[src/rtl/evt_irq_pkg.sv]
package evt_irq_pkg;
  // Bit positions of the event sources in flags, mask and read byte.
  typedef enum int {
    SRC_TMR_A  = 0,
    SRC_TMR_B  = 1,
    SRC_ALARM  = 2,
    SRC_SERIAL = 3,
    SRC_EXTIN  = 4
  } src_pos_e;

  localparam int DEF_NUM_SRC = 5;
  localparam int DEF_REG_W   = 8;
endpackage

[src/rtl/evt_irq_flag_bank.sv]
module evt_irq_flag_bank #(
  parameter int NUM_SRC = evt_irq_pkg::DEF_NUM_SRC
) (
  input  logic               clk,
  input  logic               rst_n,
  input  logic [NUM_SRC-1:0] evt,
  input  logic               clr,
  output logic [NUM_SRC-1:0] flags_q,
  output logic [NUM_SRC-1:0] flags_nx
);
  // A same-cycle event wins over the clear, so it is never lost.
  function automatic logic flag_step(input logic cur, input logic hit, input logic wipe);
    return (cur & ~wipe) | hit;
  endfunction

  for (genvar i = 0; i < NUM_SRC; i++) begin : g_flag
    assign flags_nx[i] = flag_step(flags_q[i], evt[i], clr);

    always_ff @(posedge clk or negedge rst_n) begin
      if (!rst_n) flags_q[i] <= 1'b0;
      else        flags_q[i] <= flags_nx[i];
    end
  end
endmodule

[src/rtl/evt_irq_mask_reg.sv]
module evt_irq_mask_reg #(
  parameter int NUM_SRC = evt_irq_pkg::DEF_NUM_SRC,
  parameter int REG_W   = evt_irq_pkg::DEF_REG_W
) (
  input  logic               clk,
  input  logic               rst_n,
  input  logic               wr,
  input  logic [REG_W-1:0]   wr_data,
  output logic [NUM_SRC-1:0] mask_q,
  output logic [NUM_SRC-1:0] mask_nx
);
  localparam int SEL_BIT = REG_W - 1;

  // Set or clear one enable bit according to the selector.
  function automatic logic mask_step(input logic cur, input logic we,
                                     input logic sel_set, input logic pick);
    if (!we || !pick) return cur;
    return sel_set;
  endfunction

  logic unused_gap_bits;
  if (SEL_BIT > NUM_SRC) begin : g_gap
    assign unused_gap_bits = ^wr_data[SEL_BIT-1:NUM_SRC];
  end else begin : g_nogap
    assign unused_gap_bits = 1'b0;
  end

  for (genvar i = 0; i < NUM_SRC; i++) begin : g_mask
    assign mask_nx[i] = mask_step(mask_q[i], wr, wr_data[SEL_BIT], wr_data[i]);

    always_ff @(posedge clk or negedge rst_n) begin
      if (!rst_n) mask_q[i] <= 1'b0;
      else        mask_q[i] <= mask_nx[i];
    end
  end
endmodule

[src/rtl/evt_irq_req_gen.sv]
module evt_irq_req_gen #(
  parameter int NUM_SRC = evt_irq_pkg::DEF_NUM_SRC
) (
  input  logic               clk,
  input  logic               rst_n,
  input  logic               clr,
  input  logic [NUM_SRC-1:0] flags_nx,
  input  logic [NUM_SRC-1:0] mask_nx,
  output logic               raise,
  output logic               req_q
);
  // Any enabled pending flag after this edge.
  function automatic logic any_enabled(input logic [NUM_SRC-1:0] f,
                                       input logic [NUM_SRC-1:0] m);
    return |(f & m);
  endfunction

  // The request is sticky: only a read drops it.
  function automatic logic req_step(input logic cur, input logic wipe, input logic hit);
    return (cur & ~wipe) | hit;
  endfunction

  assign raise = any_enabled(flags_nx, mask_nx);

  always_ff @(posedge clk or negedge rst_n) begin
    if (!rst_n) req_q <= 1'b0;
    else        req_q <= req_step(req_q, clr, raise);
  end
endmodule

[src/rtl/evt_irq_ctrl.sv]
module evt_irq_ctrl #(
  parameter int NUM_SRC = evt_irq_pkg::DEF_NUM_SRC,
  parameter int REG_W   = evt_irq_pkg::DEF_REG_W
) (
  input  logic               clk,
  input  logic               rst_n,
  input  logic [NUM_SRC-1:0] src_evt,
  input  logic               reg_wr,
  input  logic               reg_rd,
  input  logic [REG_W-1:0]   wr_data,
  output logic [REG_W-1:0]   rd_data,
  output logic               irq_n
);
  localparam int GAP_W = REG_W - 1 - NUM_SRC;

  logic [NUM_SRC-1:0] flags_q;
  logic [NUM_SRC-1:0] flags_nx;
  logic [NUM_SRC-1:0] mask_q;
  logic [NUM_SRC-1:0] mask_nx;
  logic               req_q;
  logic               req_raise;
  logic               rd_clr;

  assign rd_clr = reg_rd;

  evt_irq_flag_bank #(.NUM_SRC(NUM_SRC)) flag_i (
    .clk      (clk),
    .rst_n    (rst_n),
    .evt      (src_evt),
    .clr      (rd_clr),
    .flags_q  (flags_q),
    .flags_nx (flags_nx)
  );

  evt_irq_mask_reg #(.NUM_SRC(NUM_SRC), .REG_W(REG_W)) mask_i (
    .clk     (clk),
    .rst_n   (rst_n),
    .wr      (reg_wr),
    .wr_data (wr_data),
    .mask_q  (mask_q),
    .mask_nx (mask_nx)
  );

  evt_irq_req_gen #(.NUM_SRC(NUM_SRC)) req_i (
    .clk      (clk),
    .rst_n    (rst_n),
    .clr      (rd_clr),
    .flags_nx (flags_nx),
    .mask_nx  (mask_nx),
    .raise    (req_raise),
    .req_q    (req_q)
  );

  if (GAP_W > 0) begin : g_rd_gap
    assign rd_data = {req_q, {GAP_W{1'b0}}, flags_q};
  end else begin : g_rd_nogap
    assign rd_data = {req_q, flags_q};
  end

  assign irq_n = ~req_q;
endmodule

[config.mk]
export PLATFORM = sky130hd
export DESIGN_NAME = evt_irq_ctrl
export DESIGN_NICKNAME = d
export VERILOG_FILES = /design/src/rtl/evt_irq_pkg.sv /design/src/rtl/evt_irq_flag_bank.sv /design/src/rtl/evt_irq_mask_reg.sv /design/src/rtl/evt_irq_req_gen.sv /design/src/rtl/evt_irq_ctrl.sv
export SDC_FILE = /design/constraint.sdc
export NUM_CORES = 1
export LEC_CHECK = 0
export BUFFER_PORTS_ARGS = -buffer_cell sky130_fd_sc_hd__buf_2
export CORE_AREA = 2 2 39 41
export CTS_CLUSTER_SIZE = 12
export DETAILED_ROUTE_END_ITERATION = 10
export DIE_AREA = 0 0 41 43
export PLACE_DENSITY = 0.64
export SKIP_LAST_GASP = 1
export SYNTH_ARGS = -nofsm -noshare
export SYNTH_HDL_FRONTEND = slang
export SYNTH_SLANG_ARGS = --single-unit
export TNS_END_PERCENT = 100
[constraint.sdc]
create_clock -name clk -period 1.66 [get_ports clk]
set_input_delay 0.249 -clock clk [delete_from_list [all_inputs] [get_ports clk]]
set_output_delay 0.249 -clock clk [all_outputs]
set_load 0.005 [all_outputs]
# ---- Word-level counts from Yosys, hierarchy flattened
# Cells that the tools add are included.
dict set report totals {
  reg_bits 11
  input_bits 17
  out_inout_bits 9
  wordCells 53
}
dict set report op_classes {
  n_mux 15
  bitwise 15
  reduce_logical 12
}
# op n
set op_table {}
lappend op_table {{two-way mux 1 bit} 15}
lappend op_table {{bitwise AND 1 bit} 6}
lappend op_table {{zero test 1 bit} 6}
lappend op_table {{OR 1 bit} 6}
lappend op_table {{bitwise AND 5 bit} 1}
lappend op_table {{logical OR 1 bit} 5}
lappend op_table {{OR reduction 5 bit} 1}
lappend op_table {{NOT 1 bit} 2}

# ---- Logic depth before layout (Yosys ltp)
# Gate-level depths: netlist of run 1.
dict set report logic_depth {
  depth_word 7
  mapped_depth 4
  mapped_depth_nobuf 4
}

# ---- Cells and area by module
# From an unflattened synthesis of run 1, not the netlist that was laid out.
dict set report unflattened {
  hier_cells 37
  area_unflattened_um2 454.2
}
# module instances cells_per_inst area_each_um2
set modules_own_cells {}
lappend modules_own_cells {evt_irq_mask_reg 1 15 200.2}
lappend modules_own_cells {evt_irq_flag_bank 1 11 166.4}
lappend modules_own_cells {evt_irq_req_gen 1 6 57.6}
lappend modules_own_cells {evt_irq_ctrl 1 5 30.0}

# ---- Worst setup path before layout of run 1
# Ideal clock, no wire load.
dict set report synth_path {
  path_type {in2reg}
  startpoint {in wr_data[0]}
  endpoint {reg req_i.req_q}
  setup_time_ps 131
  arrival_time_ps 856
  required_ps 1529
  slack_ps 674
  stages 4
  path_buffers 0
  cell_sequence {nand2_1 -> mux2_4 -> a22oi_2 -> nand3_1}
}
dict set report synth_between {
  elab_chain_cells 7
}
# element line
set synth_lines {}
lappend synth_lines {{start, declared} evt_irq_ctrl.sv:10} ;# input logic [REG_W-1:0] wr_data,
lappend synth_lines {{zero test 1 bit} evt_irq_mask_reg.sv:17} ;# if (!we || !pick) return cur;
lappend synth_lines {{logical OR 1 bit} evt_irq_mask_reg.sv:17}
lappend synth_lines {{two-way mux 1 bit} evt_irq_mask_reg.sv:17}
lappend synth_lines {{two-way mux 1 bit} evt_irq_mask_reg.sv:18} ;# return sel_set;
lappend synth_lines {{via mask_i.mask_nx[0]} evt_irq_mask_reg.sv:10} ;# output logic [NUM_SRC-1:0] mask_nx
lappend synth_lines {{bitwise AND 5 bit} evt_irq_req_gen.sv:15} ;# return |(f & m);
lappend synth_lines {{OR reduction 5 bit} evt_irq_req_gen.sv:15}
lappend synth_lines {{OR 1 bit} evt_irq_req_gen.sv:20} ;# return (cur & ~wipe) | hit;
lappend synth_lines {{end signal, assigned} evt_irq_req_gen.sv:27} ;# else req_q <= req_step(req_q, clr, raise);
lappend synth_lines {{end, declared} evt_irq_req_gen.sv:10} ;# output logic req_q
# The timed path passes the listed nets, and every way through them passes these cells.

# ---- Final worst setup path of run 1
dict set report layout_path {
  startpoint {reg req_i.req_q}
  endpoint {out irq_n}
}
dict set report layout_between {
  elab_chain_cells 1
}
# element line
set layout_lines {}
lappend layout_lines {{NOT 1 bit} evt_irq_ctrl.sv:60} ;# assign irq_n = ~req_q;
lappend layout_lines {{end, declared} evt_irq_ctrl.sv:12} ;# output logic irq_n
# No other way between the ends.

==> impl.org, run 1 <==
** Yosys
- Synth top area share :: 0.587
- The most used flip-flop cell after synthesis is sky130_fd_sc_hd__dfrtp_1.
- FFs w/ async S/R, synth :: 1.00
- Averaged over all synthesized cells, the footprint is 13.0 sq um.
- Number of storage elements in the synthesis netlist :: 11
- Summing every instance area after synthesis gives 469 sq um.
- Ys Warns :: 0
- The synthesized design spends more area on one cell type than any other, namely sky130_fd_sc_hd__dfrtp_1.
- sky130_fd_sc_hd__dfrtp_1 is the most common cell in the netlist.
- For this run, the register share of the synthesized area comes to 0.587.
- Distinct cells, synth :: 12
- Yosys attributes the largest share of cell area to sky130_fd_sc_hd__dfrtp_1, sky130_fd_sc_hd__mux2_4, sky130_fd_sc_hd__a21o_1.
- Synthesis produced a netlist whose cell count is 36.
- Top cells by instance count after synthesis :: sky130_fd_sc_hd__dfrtp_1, sky130_fd_sc_hd__a21o_1, sky130_fd_sc_hd__nand2_1
- In this run, synthesis inferred 0 flip-flops with an integrated enable.

** CTS
- Number of buffers inserted during clock tree synthesis :: 3
- Clock insertion delay at the later pin of the skew report :: 260 ps
- In this run the deepest clock path goes through 2 buffers.
- TritonCTS built the clock tree.
- The clock net in this run drives a total of 11 sinks.
- Clock Pin Slew Worst Setup and Hold Paths :: 60 ps
- Buffer type at the clock tree root :: sky130_fd_sc_hd__clkbuf_4
- In this run the number of H-tree levels came out at 1.
- Number of gates resized after CTS :: 0

** Place
- Input and output buffers added on the ports amount to 21.
- Total instance count after detailed placement :: 71
- Summed over all nets, the half-perimeter wirelength after detailed placement is 655 microns.
- Final weighted congestion of routability-driven global placement :: 0.795
- Area post-placement :: 576 sq um
- Post-Place Setup Slack :: 459 ps

** Min path
- The worst hold path begins at src_evt[3].
- The worst hold path was traced through 2 stages.
- The path class of the tightest hold or removal check is in -> reg.

** Routing
- Wirelength per Cell :: 10.5 microns
- Final wirelength :: 795 microns
- Number of design-rule violations left by the first detailed-router iteration :: 3
- Dividing the detail-routed via count by the number of cells gives 4.30.
- Via count :: 327
- Remaining antenna violation count after routing :: 0
- Post-detailed-route DRC marker count :: 0
- The pre-antenna-repair detailed-routing pass consisted of 3 iterations.

** Critical path
- By startpoint and endpoint, the worst setup path is classified as reg -> out.
- In this run the critical register-to-register path is launched from mask_i.mask_q[0]$_DFF_PN0_.
- CP max stage cell :: sky130_fd_sc_hd__dfrtp_1
- Required time reported for the critical path endpoint :: 1410 ps
- Series of cell instances along the critical path :: inv_1 > buf_2
- Crit path largest cell delay :: 390 ps
- In this run the worst path has a maximum fanout of 3.
- The worst setup path is launched from a flop.
- Data arrival, critical path :: 790 ps
- Type of element capturing the critical path :: output pin
- Critical Path Stages :: 2
- Top delay family on crit path :: flip-flops
- R2R depth :: 3
- Setup crit start :: req_i.req_q$_DFF_PN0_
- Critical path buffer and inverter count :: 2

** Floorplan
- For this configuration, the core starts out at a cell density of 0.339.
- In this run the count of I/O pins placed on the die edge is 26.
- From left edge to right edge, the die measures 41 microns.
- Placement row count :: 14
- The die covers 0.00176 sq mm.
- Core ar. :: 0.00138 sq mm
- Die boundary height :: 43 microns

** STA
- Setup violations remaining at the end of the flow were counted as 0.
- Final setup slack of the worst path :: 618 ps
- In the final timing run, aggregate negative setup slack is 0 ps.
- Number of pins exceeding their max-slew limit in the final report :: 0
- For the final database, setup skew stands at 2.70 ps.
- Based on the critical path, the design can be clocked at up to 960 MHz.
- Hold violation count in the final report :: 0
- Setup repair after global routing left no endpoint under its margin.
- Part of the cycle the worst path needs :: 0.628
- Subtracting the final worst setup slack from the clock period gives 1040 ps.

** GRT
- The initial antenna violation count came to 0.
- In the global route stage, overall resource usage came out at 0.113.
- The number of global-route vias before repair was 331.
- Pin count of the biggest net entering global routing :: 12
- Congestion Overflow GR :: 0
- The first global-routing pass estimated 1.34 mm of wire.

** Final layout
- For this run, the number of standard cells in the final layout without fillers is 76.
- Number of nets in the layout :: 78
- Summing all non-filler instances in the final layout gives an area of 612 sq um.
- Of the cells placed in the final design, the portion with a size suffix greater than 1 is 0.500.
- Area added between synthesis and finish :: 30.4%
- Counting the fill cells in the layout gives 136.
- Antenna diode instance count :: 0

** Pwr
- In this run the power density over the cells is 950 mW/mm^2.
- The design draws 581 uW.
- Pleak :: 0.000329 uW
- Worst vdd rail ir drop :: 419 uV

** Run status
- The run finished with clean final reports.

** Job
- Max-cap violations in this run came to 0.
==> layout make-up <==
cell class / instances / area (sq um) / share of cell area
sequential: 11 / 275 / 0.450
multi-input combinational: 21 / 168 / 0.274
inverter: 2 / 7.51 / 0.0123
tap: 16 / 20.0 / 0.0327
clock buffer: 4 / 26.3 / 0.0429
timing repair buffer: 22 / 115 / 0.188
==> metal layers <==
layer	share of wire	vias up	wire length (microns)	track usage
li1	-	165	-	-
met1	0.46	151	369	0.152
met2	0.47	11	375	0.169
met3	0.063	0	50	0.0314
met4	0	0	0	0.0400
met5	0	-	0	0
==> repair_timing <==
action / 4_1_cts / 5_1_grt
hold endpoints to repair: 11 / 0
hold buffers: 1 / 0
setup buffers: 0 / 0
==> power breakdown <==
part | switching [uW] | internal [uW]
Combinational | 43.6 | 58.8
Sequential | 10.4 | 296
Clock | 79.7 | 92.8
Total | 134 | 448
==> kinds of logic after synthesis <==
| family | Yosys count | share of synthesized area |
|---|---|---|
| AOI/OAI and AO/OA | 8 | 0.139 |
| buffers and inverters | 5 | 0.0640 |
| DFF | 11 | 0.587 |
| muxes | 5 | 0.152 |
| other | 1 | 0.00799 |
| and+or+nand+nor | 6 | 0.0507 |
==> final timing paths <==
check | endpoint | slack, ps
max reg2reg | req_i.req_q$_DFF_PN0_ | 630
max | irq_n | 620
min | flag_i.flags_q[3]$_DFF_PN0_ | 190
max in group asynchronous | req_i.req_q$_DFF_PN0_ | 1090
min in group asynchronous | mask_i.mask_q[1]$_DFF_PN0_ | 380
min reg2reg | mask_i.mask_q[2]$_DFF_PN0_ | 490
==> placed cells by master (no fill, tap or decap) <==
| master | Yosys | routed |
|---|---|---|
| sky130_fd_sc_hd__a21o_1 | 5 | 5 |
| sky130_fd_sc_hd__a22oi_1 | 2 | 2 |
| sky130_fd_sc_hd__a22oi_2 | 1 | 1 |
| sky130_fd_sc_hd__buf_2 | 0 | 21 |
| sky130_fd_sc_hd__clkbuf_1 | 0 | 1 |
| sky130_fd_sc_hd__clkbuf_4 | 0 | 3 |
| sky130_fd_sc_hd__conb_1 | 1 | 2 |
| sky130_fd_sc_hd__dfrtp_1 | 11 | 11 |
| sky130_fd_sc_hd__dlygate4sd3_1 | 0 | 1 |
| sky130_fd_sc_hd__inv_1 | 1 | 1 |
| sky130_fd_sc_hd__inv_2 | 1 | 1 |
| sky130_fd_sc_hd__mux2_1 | 1 | 1 |
| sky130_fd_sc_hd__mux2_4 | 4 | 4 |
| sky130_fd_sc_hd__nand2_1 | 5 | 5 |
| sky130_fd_sc_hd__nand3_1 | 1 | 1 |
==> stage by stage <==
stage                     utilization  hold WS, ps
final                           0.442          192
after CTS                       0.442          185
after global placement          0.416          127
after global routing            0.442          178
after floorplan                     -        -46.6
after detailed placement        0.416          127
==> flip-flops by register name (all words and copies together) (netlist names) <==
register and flops:
flag_i.flags_q 5, mask_i.mask_q 5, req_i.req_q 1
Power figures use the tool's default switching activity.
==> run 2, diff against run 1 <==
--- a/config.mk
+++ b/config.mk
@@ -5,12 +5,12 @@
 export SDC_FILE = /design/constraint.sdc
 export NUM_CORES = 1
 export LEC_CHECK = 0
+export ABC_AREA = 1
 export BUFFER_PORTS_ARGS = -buffer_cell sky130_fd_sc_hd__buf_2
-export CORE_AREA = 2 2 39 41
+export CORE_UTILIZATION = 37
 export CTS_CLUSTER_SIZE = 12
 export DETAILED_ROUTE_END_ITERATION = 10
-export DIE_AREA = 0 0 41 43
-export PLACE_DENSITY = 0.64
+export PLACE_DENSITY = 0.68
 export SKIP_LAST_GASP = 1
 export SYNTH_ARGS = -nofsm -noshare
 export SYNTH_HDL_FRONTEND = slang
==> constraint.sdc (replaced) <==
create_clock -name clk -period 0.9 [get_ports clk]
set_input_delay 0.135 -clock clk [delete_from_list [all_inputs] [get_ports clk]]
set_output_delay 0.135 -clock clk [all_outputs]
set_load 0.005 [all_outputs]
==> impl.org, run 2 <==
** Run status
- Result of the run: complete, but fails checks (was complete, no violations).
- The final reports fail on negative setup slack.

** CTS
- Clock sink count :: 11 (unchanged)
- Buffer type at the clock tree root :: sky130_fd_sc_hd__clkbuf_4 (unchanged)
- Maximum clock insertion buffer count :: 2 (unchanged)
- The clock insertion delay at the later pin of the skew report came to 260 ps (about the same).
- The H-tree depth reported by CTS was 1 (unchanged).
- Clock Pin Slew Worst Setup and Hold Paths :: 70 ps (was 60 ps)
- Clock tree from TritonCTS :: built (unchanged)
- Number of buffers inserted during clock tree synthesis :: 3 (unchanged)

** STA
- Part of the cycle the worst path needs :: 1.04
- The least setup slack across all paths after layout is -39.2 ps (was 618 ps).
- Number of pins exceeding their max-slew limit in the final report :: 0 (unchanged)
- The routed design could run at a clock period as short as 939 ps.
- RSZ-0062 raised after global routing :: true (was false)
- For this run, the top clock speed supported by timing is 1060 MHz.
- The number of failing hold endpoints at the final stage came to 0 (unchanged).
- Clk_skew :: 1.68 ps (was 2.70 ps)
- Total setup violations reported at the end of the flow :: 3 (was 0)
- Worst hold-check slack :: 69.7 ps (was 192 ps)

** Yosys
- Number of enable flip-flop cells after synthesis :: 0 (unchanged)
- Distinct cells, synth :: 11 (was 12)
- Main area contributors after synthesis: sky130_fd_sc_hd__dfrtp_1, sky130_fd_sc_hd__nand2_1, sky130_fd_sc_hd__inv_1 (was sky130_fd_sc_hd__dfrtp_1, sky130_fd_sc_hd__mux2_4, sky130_fd_sc_hd__a21o_1).
- Post-Synthesis Cells :: 60 (was 36)
- The synthesis warning total came to 0 (unchanged).
- The sequential-to-total area share from yosys stat is 0.554 (was 0.587).
- The fraction of registers with async set/reset came to 1.00 (unchanged).
- Cell taking the most area after synthesis :: sky130_fd_sc_hd__dfrtp_1 (unchanged)
- Main synth FF type :: sky130_fd_sc_hd__dfrtp_1 (unchanged)
- The fraction of post-synthesis cell area in the top cell type by area came to 0.554 (was 0.587).
- Number of storage elements in the synthesis netlist :: 11 (unchanged)
- Most used standard cell by instance count after synthesis :: sky130_fd_sc_hd__nand2_1 (was sky130_fd_sc_hd__dfrtp_1)
- Top cells by instance count after synthesis :: sky130_fd_sc_hd__nand2_1, sky130_fd_sc_hd__dfrtp_1, sky130_fd_sc_hd__inv_1 (was sky130_fd_sc_hd__dfrtp_1, sky130_fd_sc_hd__a21o_1, sky130_fd_sc_hd__nand2_1)
- Mapped Avg Cell Area :: 8.28 sq um (was 13.0 sq um)
- Mapped cell area :: 497 sq um (was 469 sq um)

** Final layout
- Post-layout instance count excluding filler cells :: 98 (was 76)
- Commonest non-fill, non-tap cells in the layout: sky130_fd_sc_hd__nand2_1, sky130_fd_sc_hd__buf_2, sky130_fd_sc_hd__dfrtp_1 (was sky130_fd_sc_hd__buf_2, sky130_fd_sc_hd__dfrtp_1, sky130_fd_sc_hd__nand2_1, sky130_fd_sc_hd__a21o_1, sky130_fd_sc_hd__mux2_4).
- The number of filler cells placed in the layout came to 111 (was 136).
- Registers with the highest flip-flop counts :: flag_i.flags_q x5, mask_i.mask_q x5, req_i.req_q x1 (unchanged)
- The synthesis-to-finish area growth is 28.2% (was 30.4%).
- Antenna diode instance count :: 0 (unchanged)
- Layout cells sized above 1 :: 0.345 (was 0.500)
- Summed area of non-filler cells in the final layout :: 637 sq um (was 612 sq um)
- The final net count is 102 (was 78).
- Most frequent standard cell in the layout excluding fill and tap cells :: sky130_fd_sc_hd__nand2_1 (was sky130_fd_sc_hd__buf_2)
- Fraction of the core area covered by cells at the end of the flow :: 0.544 (was 0.442)

** Critical path
- Series of cell instances along the critical path: inv_1 > buf_2 (unchanged).
- The maximum cell stage delay along the critical path is 390 ps (about the same).
- The required time of the worst setup path is 760 ps (was 1410 ps).
- The kind of capture point of the worst setup path was an output pin (unchanged).
- CP max stage cell :: sky130_fd_sc_hd__dfrtp_1 (unchanged)
- Startpoint Class :: flop (unchanged)
- The maximum fanout along the worst path came to 3 (unchanged).
- The endpoint arrival time on the critical path is 800 ps (was 790 ps).
- The critical path class was reg -> out (unchanged).

** Pwr
- The leakage power of the design came to 0.000380 uW (was 0.000329 uW).
- Power Internal :: 795 uW (was 448 uW)
- The clock network fraction of design power was 0.305 (was 0.297).
- The ratio of total power to cell area was 1690 mW/mm^2 (was 950 mW/mm^2).
- The part of the total power dissipated in combinational logic came to 0.175 (was 0.176).
- Worst vdd rail ir drop :: 957 uV (was 419 uV)
- Sequential power share :: 0.520 (was 0.527)
- The switching power total is 282 uW (was 134 uW).
- Switching part of the total :: 0.262 (was 0.230)

** Floorplan
- The count of pins on the block boundary is 26 (unchanged).
- The number of placement rows is 12 (was 14).
- Die boundary height :: 38.6 microns (was 43 microns)
- Starting utilization of the core area :: 0.424 (was 0.339)
- Die W :: 38.6 microns (was 41 microns)
- The die footprint was 0.00149 sq mm (was 0.00176 sq mm).
- Core ar. :: 0.00117 sq mm (was 0.00138 sq mm)

** Place
- Port Buf Inserts :: 21 (unchanged)
- Post-Place Setup Slack :: 47.5 ps (was 459 ps)
- Final weighted congestion of routability-driven global placement :: 0.727 (was 0.795)
- Area post-placement :: 589 sq um (was 576 sq um)
- The total half-perimeter wirelength after legalization and detailed placement is 602 microns (was 655 microns).
- Total instance count after detailed placement :: 92 (was 71)

** GRT
- The number of global-route vias before repair was 335 (was 331).
- The global-route wire length before repair is 1.34 mm (unchanged).
- The initial antenna violation count came to 0 (unchanged).
- The fraction of met3 tracks used by global routing is 0.0520 (was 0.0314).
- GR peak layer :: met1 (was met2)
- The met2 usage is 0.171 (was 0.169).
- The total congestion overflow is 0 (unchanged).
- The total global-route track usage was 0.138 (was 0.113).
- The met1 track utilization from global routing was 0.215 (was 0.152).
- The pin count of the biggest net entering global routing is 12 (unchanged).

** Routing
- The average routed wire per standard cell came to 8.06 microns (was 10.5 microns).
- The wire length reported by the detailed router came to 790 microns (was 795 microns).
- Post-detailed-route DRC marker count :: 0 (unchanged)
- The number of DRC violations after detailed-routing iteration 0 was 6 (was 3).
- Routed via count divided by cell count :: 4.08 (was 4.30)
- Pre-Repair DR Iteration Count :: 3 (unchanged)
- Via count :: 400 (was 327)
- The post-route antenna net violation count is 0 (unchanged).

** Min path
- The worst min-delay path class is in -> reg (unchanged).

** Job
- The max-cap violation count came to 0 (unchanged).
## run 2: cell count changes after synthesis
| cell | before | now |
|---|---|---|
| sky130_fd_sc_hd__a21o_1 | 5 | 2 |
| sky130_fd_sc_hd__a22oi_1 | 2 | 0 |
| sky130_fd_sc_hd__a22oi_2 | 1 | 0 |
| sky130_fd_sc_hd__buf_6 | 0 | 1 |
| sky130_fd_sc_hd__inv_1 | 1 | 7 |
| sky130_fd_sc_hd__inv_2 | 1 | 0 |
| sky130_fd_sc_hd__mux2_1 | 1 | 0 |
| sky130_fd_sc_hd__mux2_4 | 4 | 0 |
| sky130_fd_sc_hd__nand2_1 | 5 | 27 |
| sky130_fd_sc_hd__nand2_2 | 0 | 2 |
| sky130_fd_sc_hd__nand3_1 | 1 | 3 |
| sky130_fd_sc_hd__nor2_1 | 0 | 1 |
| sky130_fd_sc_hd__o21ai_1 | 0 | 2 |
## run 2: area by class of cell
| type | count | area, sq um | area share |
|---|---|---|---|
| repair buffers | 23 | 123 | 0.193 |
| flip-flops and latches | 11 | 275 | 0.432 |
| clock inverters | 1 | 5.00 | 0.00786 |
| multi-input cells | 39 | 168 | 0.263 |
| clock buffers | 3 | 22.5 | 0.0354 |
| well taps | 14 | 17.5 | 0.0275 |
| inverters | 7 | 26.3 | 0.0413 |
## run 2: per-stage QoR
stage                     setup TNS (ps)  total power [uW]
after floorplan                        0               682
after global placement                 0               744
after detailed placement               0               749
after CTS                           -135              1090
after global routing                -407              1150
final                              -60.8              1080
## run 2: kinds of logic (layout without fill, tap and decap cells)
logic type             Yosys count  count (layout)  synth area share
AO/OA/AOI/OAI                    4               4            0.0504
flip-flops                      11              11             0.554
AND/OR/NAND/NOR                 33              33             0.267
buffers and inverters           11              34             0.121
other                            1               2           0.00755
## run 2: per-layer routing
layer,wire [microns],up-vias
met5,0,-
met4,0,0
met3,56,0
met2,315,17
met1,417,157
li1,-,226
## run 2: critical path: cells and delay by family, from the launching register on
family,cells,cell delay [ps]
buffers and inverters,2,150
flip-flops,1,390
## run 2: power groups by stage
| stage | Combinational, uW | Clock [uW] | Sequential (uW) |
|---|---|---|---|
| finish | 188 | 328 | 560 |
| global route | 225 | 356 | 566 |
| CTS | 191 | 336 | 561 |
| detailed placement | 177 | 0 | 571 |
| global placement | 174 | 0 | 570 |
| floorplan | 112 | 0 | 571 |
## run 2: path summary, 6_finish.rpt
kind	from	end	slack (ps)	depth (start not counted)
min in group asynchronous	rst_n	mask_i.mask_q[1]$_DFF_PN0_	260	2
hold / removal	src_evt[3]	flag_i.flags_q[3]$_DFF_PN0_	70	3
hold reg to reg	mask_i.mask_q[4]$_DFF_PN0_	mask_i.mask_q[4]$_DFF_PN0_	480	2
max in group asynchronous	rst_n	flag_i.flags_q[2]$_DFF_PN0_	450	2
setup / recovery	req_i.req_q$_DFF_PN0_	irq_n	-40	2
setup reg to reg	req_i.req_q$_DFF_PN0_	req_i.req_q$_DFF_PN0_	20	5
## run 2: repair_timing
| action | 4_1_cts | 5_1_grt |
|---|---|---|
| pin swaps | 0 | 1 |
| hold endpoints to repair | 11 | 0 |
| resized for setup | 0 | 1 |
| setup buffers | 1 | 0 |
| hold buffers | 1 | 0 |
| setup endpoints to repair | 7 | 8 |
==> run 3, diff against run 2 <==
==> constraint.sdc (replaced) <==
create_clock -name clk -period 0.9 [get_ports clk]
set_input_delay 0.09 -clock clk [delete_from_list [all_inputs] [get_ports clk]]
set_output_delay 0.09 -clock clk [all_outputs]
set_load 0.005 [all_outputs]
==> impl.org, run 3 (synthesis gave the netlist of run 2 again) <==
** Run status
- Result of the run :: complete, no violations (was complete, but fails checks)

** STA
- Total setup violations reported at the end of the flow :: 0 (was 3)
- The final hold slack is 31.3 ps (was 69.7 ps).
- RSZ-0062 raised after global routing :: true (unchanged)
- The number of failing hold endpoints at the final stage is 0 (unchanged).
- The post-route minimum period is 893 ps (was 939 ps).
- Clk_skew :: 5.80 ps (was 1.68 ps)
- The fraction of the cycle the final worst path needs is 0.993 (was 1.04).
- The final-report max-slew violation count was 0 (unchanged).
- F_max :: 1120 MHz (was 1060 MHz)

** CTS
- Number of levels in the clock H-tree :: 1 (unchanged)
- Clock sink count :: 11 (unchanged)
- Number of buffers inserted during clock tree synthesis :: 3 (unchanged)
- The setup fix buffers added after clock tree synthesis is 0 (was 1).
- Maximum clock insertion buffer count :: 2 (unchanged)
- The CTS tree is built (unchanged).
- The clock tree root driver cell is sky130_fd_sc_hd__clkbuf_4 (unchanged).
- The CTS clock-pin slew for the worst setup and hold paths was 70 ps (about the same).
- Clock insertion delay at the later pin of the skew report :: 260 ps (about the same)

** Pwr
- Areal power density over the cells :: 1690 mW/mm^2 (about the same)
- The switching power total was 268 uW (was 282 uW).
- Combinational share of power :: 0.173 (was 0.175)
- Total Power :: 1060 uW (was 1080 uW)
- Relative contribution of the clock network to total power :: 0.300 (was 0.305)
- Switching part of the total :: 0.251 (was 0.262)
- Power Internal :: 797 uW (was 795 uW)
- Worst vdd rail ir drop :: 1170 uV (was 957 uV)
- The leakage power of the design came to 0.000373 uW (was 0.000380 uW).
- Sequential power share :: 0.526 (was 0.520)

** Floorplan
- The height of the die was 38.6 microns (unchanged).
- Die ar. :: 0.00149 sq mm (unchanged)
- Die W :: 38.6 microns (unchanged)
- The initial core utilization was 0.424 (unchanged).
- The number of placement rows is 12 (unchanged).
- Ports :: 26 (unchanged)
- The area of the core was 0.00117 sq mm (unchanged).

** Final layout
- Registers with the highest flip-flop counts: flag_i.flags_q x5, mask_i.mask_q x5, req_i.req_q x1 (unchanged).
- Commonest non-fill, non-tap cells in the layout :: sky130_fd_sc_hd__nand2_1, sky130_fd_sc_hd__buf_2, sky130_fd_sc_hd__dfrtp_1 (unchanged)
- Layout cells sized above 1 :: 0.337 (was 0.345)
- The synthesis-to-finish area growth came to 27.0% (was 28.2%).
- The final net count is 101 (was 102).
- Antenna diode instance count :: 0 (unchanged)
- The post-layout instance count excluding filler cells is 97 (was 98).
- The post-route standard cell area excluding fillers was 631 sq um (was 637 sq um).
- Fill cell total of the finished layout :: 116 (was 111)
- Fraction of the core area covered by cells at the end of the flow :: 0.538 (was 0.544)
- Most frequent standard cell in the layout excluding fill and tap cells :: sky130_fd_sc_hd__nand2_1 (unchanged)

** Routing
- The post-route antenna net violation count was 0 (unchanged).
- Met3 WL post-DR :: 71 microns (was 56 microns)
- The post-route DRC violation count is 0 (unchanged).
- The average routed wire per standard cell was 8.21 microns (was 8.06 microns).
- Met2 Routed Length :: 302 microns (was 315 microns)
- Top sig layer :: met4 (was met3)
- Routed via count divided by cell count :: 4.24 (was 4.08)
- The wire length reported by the detailed router was 796 microns (was 790 microns).
- Wire length the detailed router placed on met1 :: 406 microns (was 417 microns)
- Pre-Repair DR Iteration Count :: 4 (was 3)
- The routed via count was 411 (was 400).
- The number of DRC violations after detailed-routing iteration 0 is 6 (unchanged).

** Critical path
- The required time of the worst setup path came to 810 ps (was 760 ps).
- The end of the worst register-to-register path is req_i.req_q$_DFF_PN0_ (unchanged).
- The total buffers and inverters traversed by the critical path came to 2 (unchanged).
- Worst-path maximum fanout :: 3 (unchanged)
- The critical register-to-register path startpoint is flag_i.flags_q[0]$_DFF_PN0_ (was req_i.req_q$_DFF_PN0_).
- The launching element type of the critical path was a flop (unchanged).
- Crit path largest cell delay :: 390 ps (about the same)
- The critical path class is reg -> out (unchanged).
- Data arrival, critical path :: 800 ps (about the same)
- CP max stage cell :: sky130_fd_sc_hd__dfrtp_1 (unchanged)
- The largest delay contributor family on the critical path was flip-flops (unchanged).
- Series of cell instances along the critical path: inv_1 > buf_2 (unchanged).
- Flop-to-flop setup slack :: 40 ps (was 20 ps)
- Type of element capturing the critical path :: output pin (unchanged)
- The number of cells on the worst reg-to-reg path came to 6 (was 5).

** Place
- The final weighted congestion in routability-driven placement is 0.727 (about the same).
- Placed wire-length estimate after detailed placement :: 586 microns (was 602 microns)
- The total placed cells including tap cells was 92 (unchanged).
- The count of buffers from port buffering came to 21 (unchanged).
- Area post-placement :: 589 sq um (unchanged)

** GRT
- Congestion Overflow GR :: 0 (unchanged)
- The total global-route track usage was 0.131 (was 0.138).
- The number of global-route vias before repair was 296 (was 335).
- Pin count of the biggest net entering global routing :: 12 (unchanged)
- Global-route wire length before repair :: 1.24 mm (was 1.34 mm)
- The initial antenna violation count is 0 (unchanged).

** Min path
- The worst min-delay path class was in -> reg (unchanged).
- Worst min-delay path endpoint :: flag_i.flags_q[2]$_DFF_PN0_ (was flag_i.flags_q[3]$_DFF_PN0_)
- Worst hold path startpoint :: src_evt[2] (was src_evt[3])
- Worst hold path depth :: 2 (was 3)

** Job
- Max Cap Violations :: 0 (unchanged)
-- run 3: layout make-up --
type / count / area [sq um] / area share
Tap cell: 14 / 17.5 / 0.0278
Multi-Input combinational cell: 39 / 170 / 0.270
Inverter: 7 / 26.3 / 0.0417
Sequential cell: 11 / 275 / 0.437
Timing Repair Buffer: 22 / 115 / 0.183
Clock buffer: 4 / 26.3 / 0.0417
-- run 3: worst register-to-register path: cells and delay by family, from the launching register on --
kind          cells  cell delay, ps
simple gates      6             390
flops             1             380
-- run 3: routing by layer --
layer | global-route usage | vias to the layer above
li1 | - | 222
met1 | 0.190 | 168
met2 | 0.154 | 19
met3 | 0.0405 | 2
met4 | 0.103 | 0
met5 | 0 | -
-- run 3: how the worst max path moves through the flow --
stage | cells after the start | slack [ps] | to | startpoint
after global placement | 5 | 60 | req_i.req_q$_DFF_PN0_ | flag_i.flags_q[1]$_DFF_PN0_
after detailed placement | 5 | 50 | req_i.req_q$_DFF_PN0_ | flag_i.flags_q[1]$_DFF_PN0_
after global routing | 6 | -70 | req_i.req_q$_DFF_PN0_ | flag_i.flags_q[3]$_DFF_PN0_
final | 2 | 7 | irq_n | req_i.req_q$_DFF_PN0_
after CTS | 2 | 1 | irq_n | req_i.req_q$_DFF_PN0_
after floorplan | 5 | 60 | req_i.req_q$_DFF_PN0_ | flag_i.flags_q[1]$_DFF_PN0_
-- run 3: through the flow --
stage	setup WS (ps)	TNS, ps
CTS	1.40	0
global route	-72.5	-105
finish	6.73	0
floorplan	57.0	0
detailed placement	46.6	0
global placement	55.7	0
-- run 3: what timing repair did --
item | in CTS | in global routing
hold buffers | 1 | 0
resized for setup | 0 | 2
endpoints found under the hold margin | 11 | 0
setup endpoints to repair | 0 | 3
-- run 3: power by group through the flow --
stage / sequential, uW / clock, uW / combinational [uW]
after floorplan: 571 / 0 / 112
after global placement: 570 / 0 / 174
after detailed placement: 569 / 0 / 178
after CTS: 560 / 328 / 182
after global routing: 564 / 344 / 221
final: 560 / 320 / 184
